## src/rtl/spt_pkg.sv

```systemverilog
package spt_pkg;
    localparam int VA_W      = 32;
    localparam int SEG_W     = 3;
    localparam int OFF_W     = 12;
    localparam int VPN_W     = VA_W - SEG_W - OFF_W;
    localparam int PPN_W     = 18;
    localparam int PA_W      = PPN_W + OFF_W;
    localparam int NUM_SEG   = 6;
    localparam int MEM_AW    = 32;
    localparam int MEM_DW    = 32;
    localparam int PTE_SHIFT = 2;
    localparam int PTE_VBIT  = MEM_DW - 1;

    typedef enum logic [1:0] {
        FLT_NONE  = 2'd0,
        FLT_BOUND = 2'd1,
        FLT_PAGE  = 2'd2,
        FLT_SEG   = 2'd3
    } fault_e;

    typedef enum logic [1:0] {
        ST_IDLE,
        ST_FETCH,
        ST_WAIT,
        ST_DONE
    } xl_state_e;

    typedef struct packed {
        logic              en;
        logic [MEM_AW-1:0] base;
        logic [VPN_W-1:0]  bound;
    } seg_entry_t;

    typedef struct packed {
        logic [SEG_W-1:0] seg;
        logic [VPN_W-1:0] vpn;
        logic [OFF_W-1:0] off;
    } vaddr_t;

    function automatic logic pte_is_valid(input logic [MEM_DW-1:0] w);
        return w[PTE_VBIT];
    endfunction

    function automatic logic [PPN_W-1:0] pte_ppn(input logic [MEM_DW-1:0] w);
        return w[PPN_W-1:0];
    endfunction

    function automatic logic [MEM_AW-1:0] pte_offset(input logic [VPN_W-1:0] vpn);
        return MEM_AW'({vpn, {PTE_SHIFT{1'b0}}});
    endfunction
endpackage

```

## src/rtl/spt_segtab.sv

```systemverilog
module spt_segtab
    import spt_pkg::*;
(
    input  logic               clk,
    input  logic               rst,
    input  logic               wr_en,
    input  logic [SEG_W-1:0]   wr_idx,
    input  seg_entry_t         wr_entry,
    input  logic [SEG_W-1:0]   rd_idx,
    output seg_entry_t         rd_entry
);
    seg_entry_t          regs [NUM_SEG];
    logic [NUM_SEG-1:0]  en_vec;

    for (genvar g = 0; g < NUM_SEG; g++) begin : g_seg
        always_ff @(posedge clk) begin
            if (rst) begin
                regs[g] <= '0;
            end else if (wr_en && wr_idx == SEG_W'(g)) begin
                regs[g] <= wr_entry;
            end
        end
        assign en_vec[g] = regs[g].en;
    end

    always_comb begin
        rd_entry = '0;
        for (int i = 0; i < NUM_SEG; i++) begin
            if (rd_idx == SEG_W'(i)) rd_entry = regs[i];
        end
    end

    // writes to unused indices leave the table unchanged
    a_r2_unused_write_ignored: assert property (@(posedge clk) disable iff (rst)
        (wr_en && int'(wr_idx) >= NUM_SEG) |=> $stable(en_vec));

    // an unused index never reads back as enabled
    a_r3_unused_disabled: assert property (@(posedge clk) disable iff (rst)
        (int'(rd_idx) >= NUM_SEG) |-> !rd_entry.en);
endmodule

```

## src/rtl/spt_check.sv

```systemverilog
module spt_check
    import spt_pkg::*;
(
    input  vaddr_t             va,
    input  seg_entry_t         ent,
    output fault_e             fault,
    output logic [MEM_AW-1:0]  pte_addr
);
    always_comb begin
        if (!ent.en)                 fault = FLT_SEG;
        else if (va.vpn > ent.bound) fault = FLT_BOUND;
        else                         fault = FLT_NONE;
    end

    assign pte_addr = ent.base + pte_offset(va.vpn);
endmodule

```

## src/rtl/spt_fsm.sv

```systemverilog
module spt_fsm
    import spt_pkg::*;
(
    input  logic               clk,
    input  logic               rst,
    input  logic               req_valid,
    output logic               req_ready,
    input  logic [VA_W-1:0]    req_vaddr,
    output vaddr_t             va_q,
    input  fault_e             chk_fault,
    input  logic [MEM_AW-1:0]  chk_addr,
    output logic               mem_req_valid,
    input  logic               mem_req_ready,
    output logic [MEM_AW-1:0]  mem_req_addr,
    input  logic               mem_rsp_valid,
    input  logic [MEM_DW-1:0]  mem_rsp_data,
    output logic               rsp_valid,
    input  logic               rsp_ready,
    output logic [PA_W-1:0]    rsp_paddr,
    output fault_e             rsp_fault
);
    xl_state_e st;

    always_ff @(posedge clk) begin
        if (rst) begin
            st        <= ST_IDLE;
            va_q      <= '0;
            rsp_paddr <= '0;
            rsp_fault <= FLT_NONE;
        end else begin
            case (st)
                ST_IDLE: if (req_valid) begin
                    va_q <= vaddr_t'(req_vaddr);
                    st   <= ST_FETCH;
                end
                ST_FETCH: if (chk_fault != FLT_NONE) begin
                    rsp_fault <= chk_fault;
                    rsp_paddr <= '0;
                    st        <= ST_DONE;
                end else if (mem_req_ready) begin
                    st <= ST_WAIT;
                end
                ST_WAIT: if (mem_rsp_valid) begin
                    if (pte_is_valid(mem_rsp_data)) begin
                        rsp_fault <= FLT_NONE;
                        rsp_paddr <= {pte_ppn(mem_rsp_data), va_q.off};
                    end else begin
                        rsp_fault <= FLT_PAGE;
                        rsp_paddr <= '0;
                    end
                    st <= ST_DONE;
                end
                ST_DONE: if (rsp_ready) st <= ST_IDLE;
                default: st <= ST_IDLE;
            endcase
        end
    end

    assign req_ready     = (st == ST_IDLE);
    assign mem_req_valid = (st == ST_FETCH) && (chk_fault == FLT_NONE);
    assign mem_req_addr  = chk_addr;
    assign rsp_valid     = (st == ST_DONE);

    // request held with a stable address until accepted
    a_r9_req_hold: assert property (@(posedge clk) disable iff (rst)
        (mem_req_valid && !mem_req_ready) |=> (mem_req_valid && $stable(mem_req_addr)));

    // response held until taken
    a_r10_rsp_hold: assert property (@(posedge clk) disable iff (rst)
        (rsp_valid && !rsp_ready) |=> (rsp_valid && $stable(rsp_paddr) && $stable(rsp_fault)));

    // idle means nothing else is in flight
    a_r8_ready_idle: assert property (@(posedge clk) disable iff (rst)
        req_ready |-> (!rsp_valid && !mem_req_valid));

    // early faults come straight from the fetch step
    a_r12_early_fault: assert property (@(posedge clk) disable iff (rst)
        ($rose(rsp_valid) && (rsp_fault == FLT_SEG || rsp_fault == FLT_BOUND))
            |-> $past(st == ST_FETCH));

    // a clean result follows a memory response
    a_r7_ok_after_mem: assert property (@(posedge clk) disable iff (rst)
        ($rose(rsp_valid) && rsp_fault == FLT_NONE) |-> $past(mem_rsp_valid));
endmodule

```

## src/rtl/spt_xlate_unit.sv

```systemverilog
module spt_xlate_unit
    import spt_pkg::*;
(
    input  logic                 clk,
    input  logic                 rst,
    input  logic                 seg_wr_en,
    input  logic [SEG_W-1:0]     seg_wr_idx,
    input  logic [MEM_AW-1:0]    seg_wr_base,
    input  logic [VPN_W-1:0]     seg_wr_bound,
    input  logic                 seg_wr_enable,
    input  logic                 req_valid,
    output logic                 req_ready,
    input  logic [VA_W-1:0]      req_vaddr,
    output logic                 rsp_valid,
    input  logic                 rsp_ready,
    output logic [PA_W-1:0]      rsp_paddr,
    output logic [1:0]           rsp_fault,
    output logic                 mem_req_valid,
    input  logic                 mem_req_ready,
    output logic [MEM_AW-1:0]    mem_req_addr,
    input  logic                 mem_rsp_valid,
    input  logic [MEM_DW-1:0]    mem_rsp_data
);
    seg_entry_t         wr_ent, sel_ent;
    vaddr_t             va_q;
    fault_e             chk_fault, fault_q;
    logic [MEM_AW-1:0]  chk_addr;

    assign wr_ent = '{en: seg_wr_enable, base: seg_wr_base, bound: seg_wr_bound};

    spt_segtab u_tab (
        .clk(clk), .rst(rst),
        .wr_en(seg_wr_en), .wr_idx(seg_wr_idx), .wr_entry(wr_ent),
        .rd_idx(va_q.seg), .rd_entry(sel_ent)
    );

    spt_check u_chk (
        .va(va_q), .ent(sel_ent), .fault(chk_fault), .pte_addr(chk_addr)
    );

    spt_fsm u_fsm (
        .clk(clk), .rst(rst),
        .req_valid(req_valid), .req_ready(req_ready), .req_vaddr(req_vaddr),
        .va_q(va_q), .chk_fault(chk_fault), .chk_addr(chk_addr),
        .mem_req_valid(mem_req_valid), .mem_req_ready(mem_req_ready),
        .mem_req_addr(mem_req_addr),
        .mem_rsp_valid(mem_rsp_valid), .mem_rsp_data(mem_rsp_data),
        .rsp_valid(rsp_valid), .rsp_ready(rsp_ready),
        .rsp_paddr(rsp_paddr), .rsp_fault(fault_q)
    );

    assign rsp_fault = fault_q;

    // a page fault or any other fault carries a zero address
    a_r6_fault_zero_pa: assert property (@(posedge clk) disable iff (rst)
        (rsp_valid && rsp_fault != 2'd0) |-> (rsp_paddr == '0));
endmodule

```

## config.mk

```make
export PLATFORM = sky130hd
export DESIGN_NAME = spt_xlate_unit
export DESIGN_NICKNAME = d
export VERILOG_FILES = /design/src/rtl/spt_pkg.sv /design/src/rtl/spt_segtab.sv /design/src/rtl/spt_check.sv /design/src/rtl/spt_fsm.sv /design/src/rtl/spt_xlate_unit.sv
export SDC_FILE = /design/constraint.sdc
export NUM_CORES = 1
export LEC_CHECK = 0
export BUFFER_PORTS_ARGS = -buffer_cell sky130_fd_sc_hd__buf_2
export CELL_PAD_IN_SITES_DETAIL_PLACEMENT = 1
export CELL_PAD_IN_SITES_GLOBAL_PLACEMENT = 1
export CORE_MARGIN = 2
export CORE_UTILIZATION = 43
export CTS_CLUSTER_SIZE = 28
export DETAILED_ROUTE_END_ITERATION = 6
export PLACE_DENSITY_LB_ADDON = 0.1
export SLEW_MARGIN = 0
export SYNTH_ARGS = -nofsm -noshare
export SYNTH_HDL_FRONTEND = slang
export SYNTH_SLANG_ARGS = --single-unit
export TNS_END_PERCENT = 50
```

## constraint.sdc

```tcl
create_clock -name clk -period 4.9 [get_ports clk]
set_input_delay 0.49 -clock clk [delete_from_list [all_inputs] [get_ports clk]]
set_output_delay 0.49 -clock clk [all_outputs]
set_load 0.02 [all_outputs]
```

# Word-level counts from Yosys, hierarchy flattened
# Memories as Yosys holds them, arrays and structs flattened.
# Index checks and enable logic that the tools add are counted.
# totals
output_inout_bits,67
ram_bits,300
mem_count,1
wordCells,97
regBits,66
input_bits,124
# classes
mux,48
bitwise_logic,6
reduce_logical,16
order_cmp,1
n_eq_ne,18
n_addsub,1
# memory_table
memory,depth,word_bits,rd,rd_clocked_by_memory_dff,write_ports,line,text
u_tab.regs,6,50,6,0,6,spt_segtab.sv:12,seg_entry_t regs [NUM_SEG];
# op_table
operator,n
2-to-1 mux 50 bit,12
2-to-1 mux 30 bit,3
one-hot mux 30 bit (2 select lines),1
adder 32 x 19 -> 32 bit,1
2-to-1 mux 1 bit,21
2-to-1 mux 2 bit,9
> comparator 17 bit,1
"== test 3 x 2 -> 1 bit, second input constant",4
"== test 3 bit, second input constant",4
one-hot mux 2 bit (4 select lines),1
logical AND 1 bit,7
"== test 3 x 1 -> 1 bit, second input constant",2
logical NOT 3 bit,2
bitwise OR 1 bit,6
"== test 2 bit, second input constant",2
logical NOT 2 bit,2
"!= test 2 x 1 -> 1 bit, second input constant",2
"!= test 2 bit, second input constant",2
one-hot mux 2 bit (2 select lines),1
AND reduction 4 bit,1
nonzero test 2 bit,2
"!= test 3 x 2 -> 1 bit, second input constant",1
AND reduction 3 bit,1
"== test 2 x 1 -> 1 bit, second input constant",1
AND reduction 2 bit,1

# Logic depth before layout (Yosys ltp)
# depth
ltp_word,13
depth_mapped,16

# Modules after synthesis
# Synthesis repeated with hierarchy kept, for this count alone.
# hier_totals
hier_cells,1581
area_unflattened_um2,18295.0
# modules_own_cells
mod,cells_per_inst,instances,area_each_um2,seq_area_each_um2
spt_segtab,999,1,13784.5,9008.6
spt_fsm,349,1,2825.2,1321.3
spt_check,233,1,1685.4,0.0

# Worst setup path before layout
# Ideal clock, no wire load.
# synth_path
path_type,input to register
startpoint,in seg_wr_idx[0]
endpoint,mem u_tab.regs[0][0] (netlist name) (enable)
arrival_ps,4425
path_slack_ps,-58
path_buffers,0
required_time_ps,4367
cell_stages,2
path_cell_list,nand2b_1 o31ai_1
# synth_lines
item,line,text
start: declaration,spt_xlate_unit.sv:7,"input logic [SEG_W-1:0] seg_wr_idx,"
end: declaration,spt_segtab.sv:12,

# Worst setup path after layout
# layout_path
startpoint,reg u_fsm.va_q[30] (netlist name)
endpoint,out mem_req_valid
# layout_via
elab_chain_cells,12
elab_cells_between_ends,17
# layout_rtl
item,line,text
logical NOT 3 bit,spt_segtab.sv:29,if (rd_idx == SEG_W'(i)) rd_entry = regs[i];
2-to-1 mux 50 bit (5 in a row),spt_segtab.sv:29,
2-to-1 mux 50 bit (*),spt_segtab.sv:29,
> comparator 17 bit,spt_check.sv:11,else if (va.vpn > ent.bound) fault = FLT_BOUND;
2-to-1 mux 1 bit,spt_check.sv:11,
2-to-1 mux 2 bit (*),spt_check.sv:10,if (!ent.en) fault = FLT_SEG;
logical NOT 2 bit (*),spt_fsm.sv:60,assign mem_req_valid = (st == ST_FETCH) && (chk_fault == FLT_NONE);
logical AND 1 bit (*),spt_fsm.sv:60,
end: declaration,spt_xlate_unit.sv:18,"output logic mem_req_valid,"
# Mark *: on every way between the ends. The rest lies on a longest branch, timed or not.

==> flow_summary.yaml <==
status:
  status: "completed"
cells_and_area:
  nets: 1734
  fillers: 4078
  drive_gt1_share_pct: 23.0
  syn_to_final_growth_pct: 19.0
pwr:
  powerDensity_nw_per_um2: 446
  p_leak_nw: 7.84
  max-vdd-ir-drop_v: 0.000248
hold_path:
  hold_path_end: "u_fsm.rsp_paddr[29]$_SDFFE_PP0P_"
  min_path_cells: 2
  worstHoldStart: "mem_rsp_data[17]"
  hold_path_class: "input pin to register"
clocking:
  cts_buffer_depth: 3
  cts-buffers-inserted: 42
  cts_root_buf: "clkbuf_16"
  htree_levels: 2
  cts_tree: "built"
  cts.clk_slew.worst_paths_ns: 0.06
  cts_sinks: 366
  worstSkewPairLatency_ns: 0.56
synthesis:
  synth_xor_xnor_area_share_pct: 1.37
  synthesis.area_um2: 17200
  synth_cell_types: 67
  synth_compound_area_share_pct: 9.30
  synthDominantCellAreaShare_pct: 52.3
  synth_mux_area_share_pct: 7.45
  synthAdderAreaFrac_pct: 2.88
  synth_top_family_by_area: "simple AND/OR/NAND/NOR gates"
  synth.avg_cell_area_um2: 12.6
  ys.flop_type: "edfxtp_1"
  synth-async-reset-ratio_pct: 0
  yosysWarnings: 0
  yosysSeqAreaShare_pct: 60.0
  ys_ff_latch: 366
  synthSimpleGateAreaFrac_pct: 16.6
  yosysMostFrequentCell: "and2_1"
  syn_nets: 1528
  synthCells: 1365
  synthTopCellsByArea: "edfxtp_1, and2_1, dfxtp_1"
  synth_commonest_cells: "and2_1, edfxtp_1, nand2_1"
  yosysTopAreaCell: "edfxtp_1"
  synth_enable_flop_cells: 300
routing:
  drt_first_pass_iters: 5
  drcViolationCount: 0
  dr.first_iter.drc_count: 792
  viasPerCell: 5.48
  ant_nets: 0
  wl_per_cell_um: 23.6
  via_count: 11655
  drt_wl_total_mm: 50.3
grt:
  grt_max_degree: 44
  grt_pass1_vias: 12400
  grt_first_pass_wirelength_mm: 75.4
  met2_usage_pct: 40.5
  grt.met1_usage_pct: 32.6
  track_usage_pct: 24.4
  antenna_found_initial: 4
  gr-total-overflow: 0
  use_met3_pct: 4.07
  top_usage_layer: "met2"
placed_design:
  dp_hpwl_mm: 33.5
  port_buffers: 177
  dp_worst_setup_slack_ns: 0.386
  finalWeightedCongestion: 0.801
critical_path:
  r2r-end: "u_fsm.rsp_paddr[24]$_SDFFE_PP0P_"
  cp_max_fo: 17
  r2r_cells: 15
  worst_setup_path_end_kind: "output port"
  timing.rr.start: "u_fsm.va_q[30]$_SDFFE_PP0P_"
  worstSetupPathType: "register to output port"
  cp-start-kind: "register"
  crit_required_ns: 4.41
  worstPathArrival_ns: 4.19
  rrSetupSlack_ns: 0.73
sta:
  max_freq_mhz: 214
  fin_skew_ns: 0.0181
  slew-limit-headroom_pct: 26.5
  layout_min_cycle_time_ns: 4.68
  rsz0062_at_grt: "no"
  fin_setup_tns_ns: 0
  setup_slack_ns: 0.224
  setup_viol: 0
  period_share_pct: 95.4
  hold_viol_final: 0
  finalMaxSlewViolations: 0
  worst_pin_slew_ns: 1.10
flow_run:
  drv_cap: 0
die:
  ioPinCount: 191
  die-area_um2: 41700
  die_w_um: 204
  core-area_um2: 39600
  rows: 73
  dieHeight_um: 204
  start_util_pct: 43.5
==> per-layer routing <==
layer	wire length [µm]	vias up
met5	16	-
met3	2730	82
met2	24000	295
met4	1270	2
met1	22300	5885
li1	-	5391
==> flip-flops by register name (all words and copies together), names as in the netlist <==
name and cells:
u_fsm.rsp_paddr 30, u_fsm.rsp_fault 2, u_tab.regs 300, u_fsm.va_q 32, u_fsm.st 2
==> repair_timing <==
item | 4_1_cts | 5_1_grt
buffers inserted | 5 | 8
hold buffers | 0 | 0
setup endpoints to repair | 14 | 16
gates resized for setup | 0 | 6
pin swaps | 0 | 1
==> critical path: stages, from the launching register on <==
cell      delay (ns)
dfxtp_4         0.41
buf_4           0.17
buf_12          0.15
nor2b_1         0.14
buf_4           0.21
a22oi_1         0.16
nor2_1          0.06
a221oi_1        0.39
ha_1            0.33
and3_1          0.16
a221o_1         0.35
a211o_1         0.33
o211a_1         0.31
nor2_1          0.23
buf_2           0.21
==> through the flow <==
stage          cell area [µm²]  total power [mW]  util, %  cells  hold slack [ns]
2_1_floorplan            17200              5.14        -   1365            0.436
4_1_cts                  20400              9.20     51.5   2118            0.118
5_1_grt                  20500              9.54     51.7   2126            0.139
3_5_place_dp             19000              6.00     47.9   2039            0.449
3_3_place_gp             19000              5.94     47.9   2039            0.442
6_report                 20500              9.15     51.7   2127            0.146
==> cell usage in the layout (no fill, tap or decap), types with 8 or more instances in the layout <==
cell type  synthesis  layout
a21o_1             9       9
a21oi_1           64      64
a221oi_1          10       9
a22o_1            42      42
a22oi_1           14      14
and2_1           302     302
buf_2             16     177
buf_4              4      65
clkbuf_1          56      11
clkbuf_16          0      43
clkinv_1           1       9
dfxtp_1           66      64
edfxtp_1         300     300
ha_1              38      38
inv_1             10      10
mux2_2            12      12
mux2i_1           54      54
mux4_2            27      27
nand2_1          106     106
nand2b_1          13      13
nand4_1            8       8
nor2_1            45      44
o211ai_1           8       8
o21ai_0           33      28
xnor2_1           16      16
xor2_1            11      11
==> cells by family (layout without fill, tap and decap cells) <==
group	after synthesis	in the layout
compound gates	230	230
simple gates	515	515
buf+inv	95	331
xor+xnor	27	27
flops	366	366
other cells	0	1
mux	93	93
fa+ha+maj	39	39
==> layout make-up <==
| type | instances | area (µm²) | area share (%) |
|---|---|---|---|
| Multi-Input combinational cell | 904 | 6640 | 32.4 |
| Timing Repair Buffer | 246 | 1460 | 7.13 |
| Clock buffer | 55 | 1130 | 5.52 |
| Inverter | 11 | 41.3 | 0.201 |
| Antenna cell | 1 | 2.50 | 0.0122 |
| Sequential cell | 366 | 10300 | 50.4 |
| Tap cell | 525 | 657 | 3.20 |
| Clock inverter | 19 | 239 | 1.17 |
==> where the power goes <==
group | total, mW | leakage [nW] | internal [mW] | switching, mW
Sequential | 3.73 | 3.44 | 3.60 | 0.127
Clock | 3.17 | 0.668 | 1.93 | 1.24
Combinational | 2.25 | 3.74 | 0.825 | 1.43
==> worst max-delay path by stage <==
stage	startpoint	endpoint	slack, ns	depth (start not counted)
2_1_floorplan	seg_wr_en	u_tab.regs[0][50]$_SDFFCE_PN0P_	0.03	2
3_3_place_gp	u_fsm.va_q[29]$_SDFFE_PP0P_	mem_req_addr[31]	0.48	12
3_5_place_dp	u_fsm.va_q[29]$_SDFFE_PP0P_	mem_req_addr[31]	0.39	12
4_1_cts	u_fsm.va_q[30]$_SDFFE_PP0P_	mem_req_addr[22]	0.05	12
5_1_grt	u_fsm.va_q[29]$_SDFFE_PP0P_	mem_req_addr[31]	0.02	13
6_report	u_fsm.va_q[30]$_SDFFE_PP0P_	mem_req_valid	0.22	14
Power figures use the tool's default switching activity.
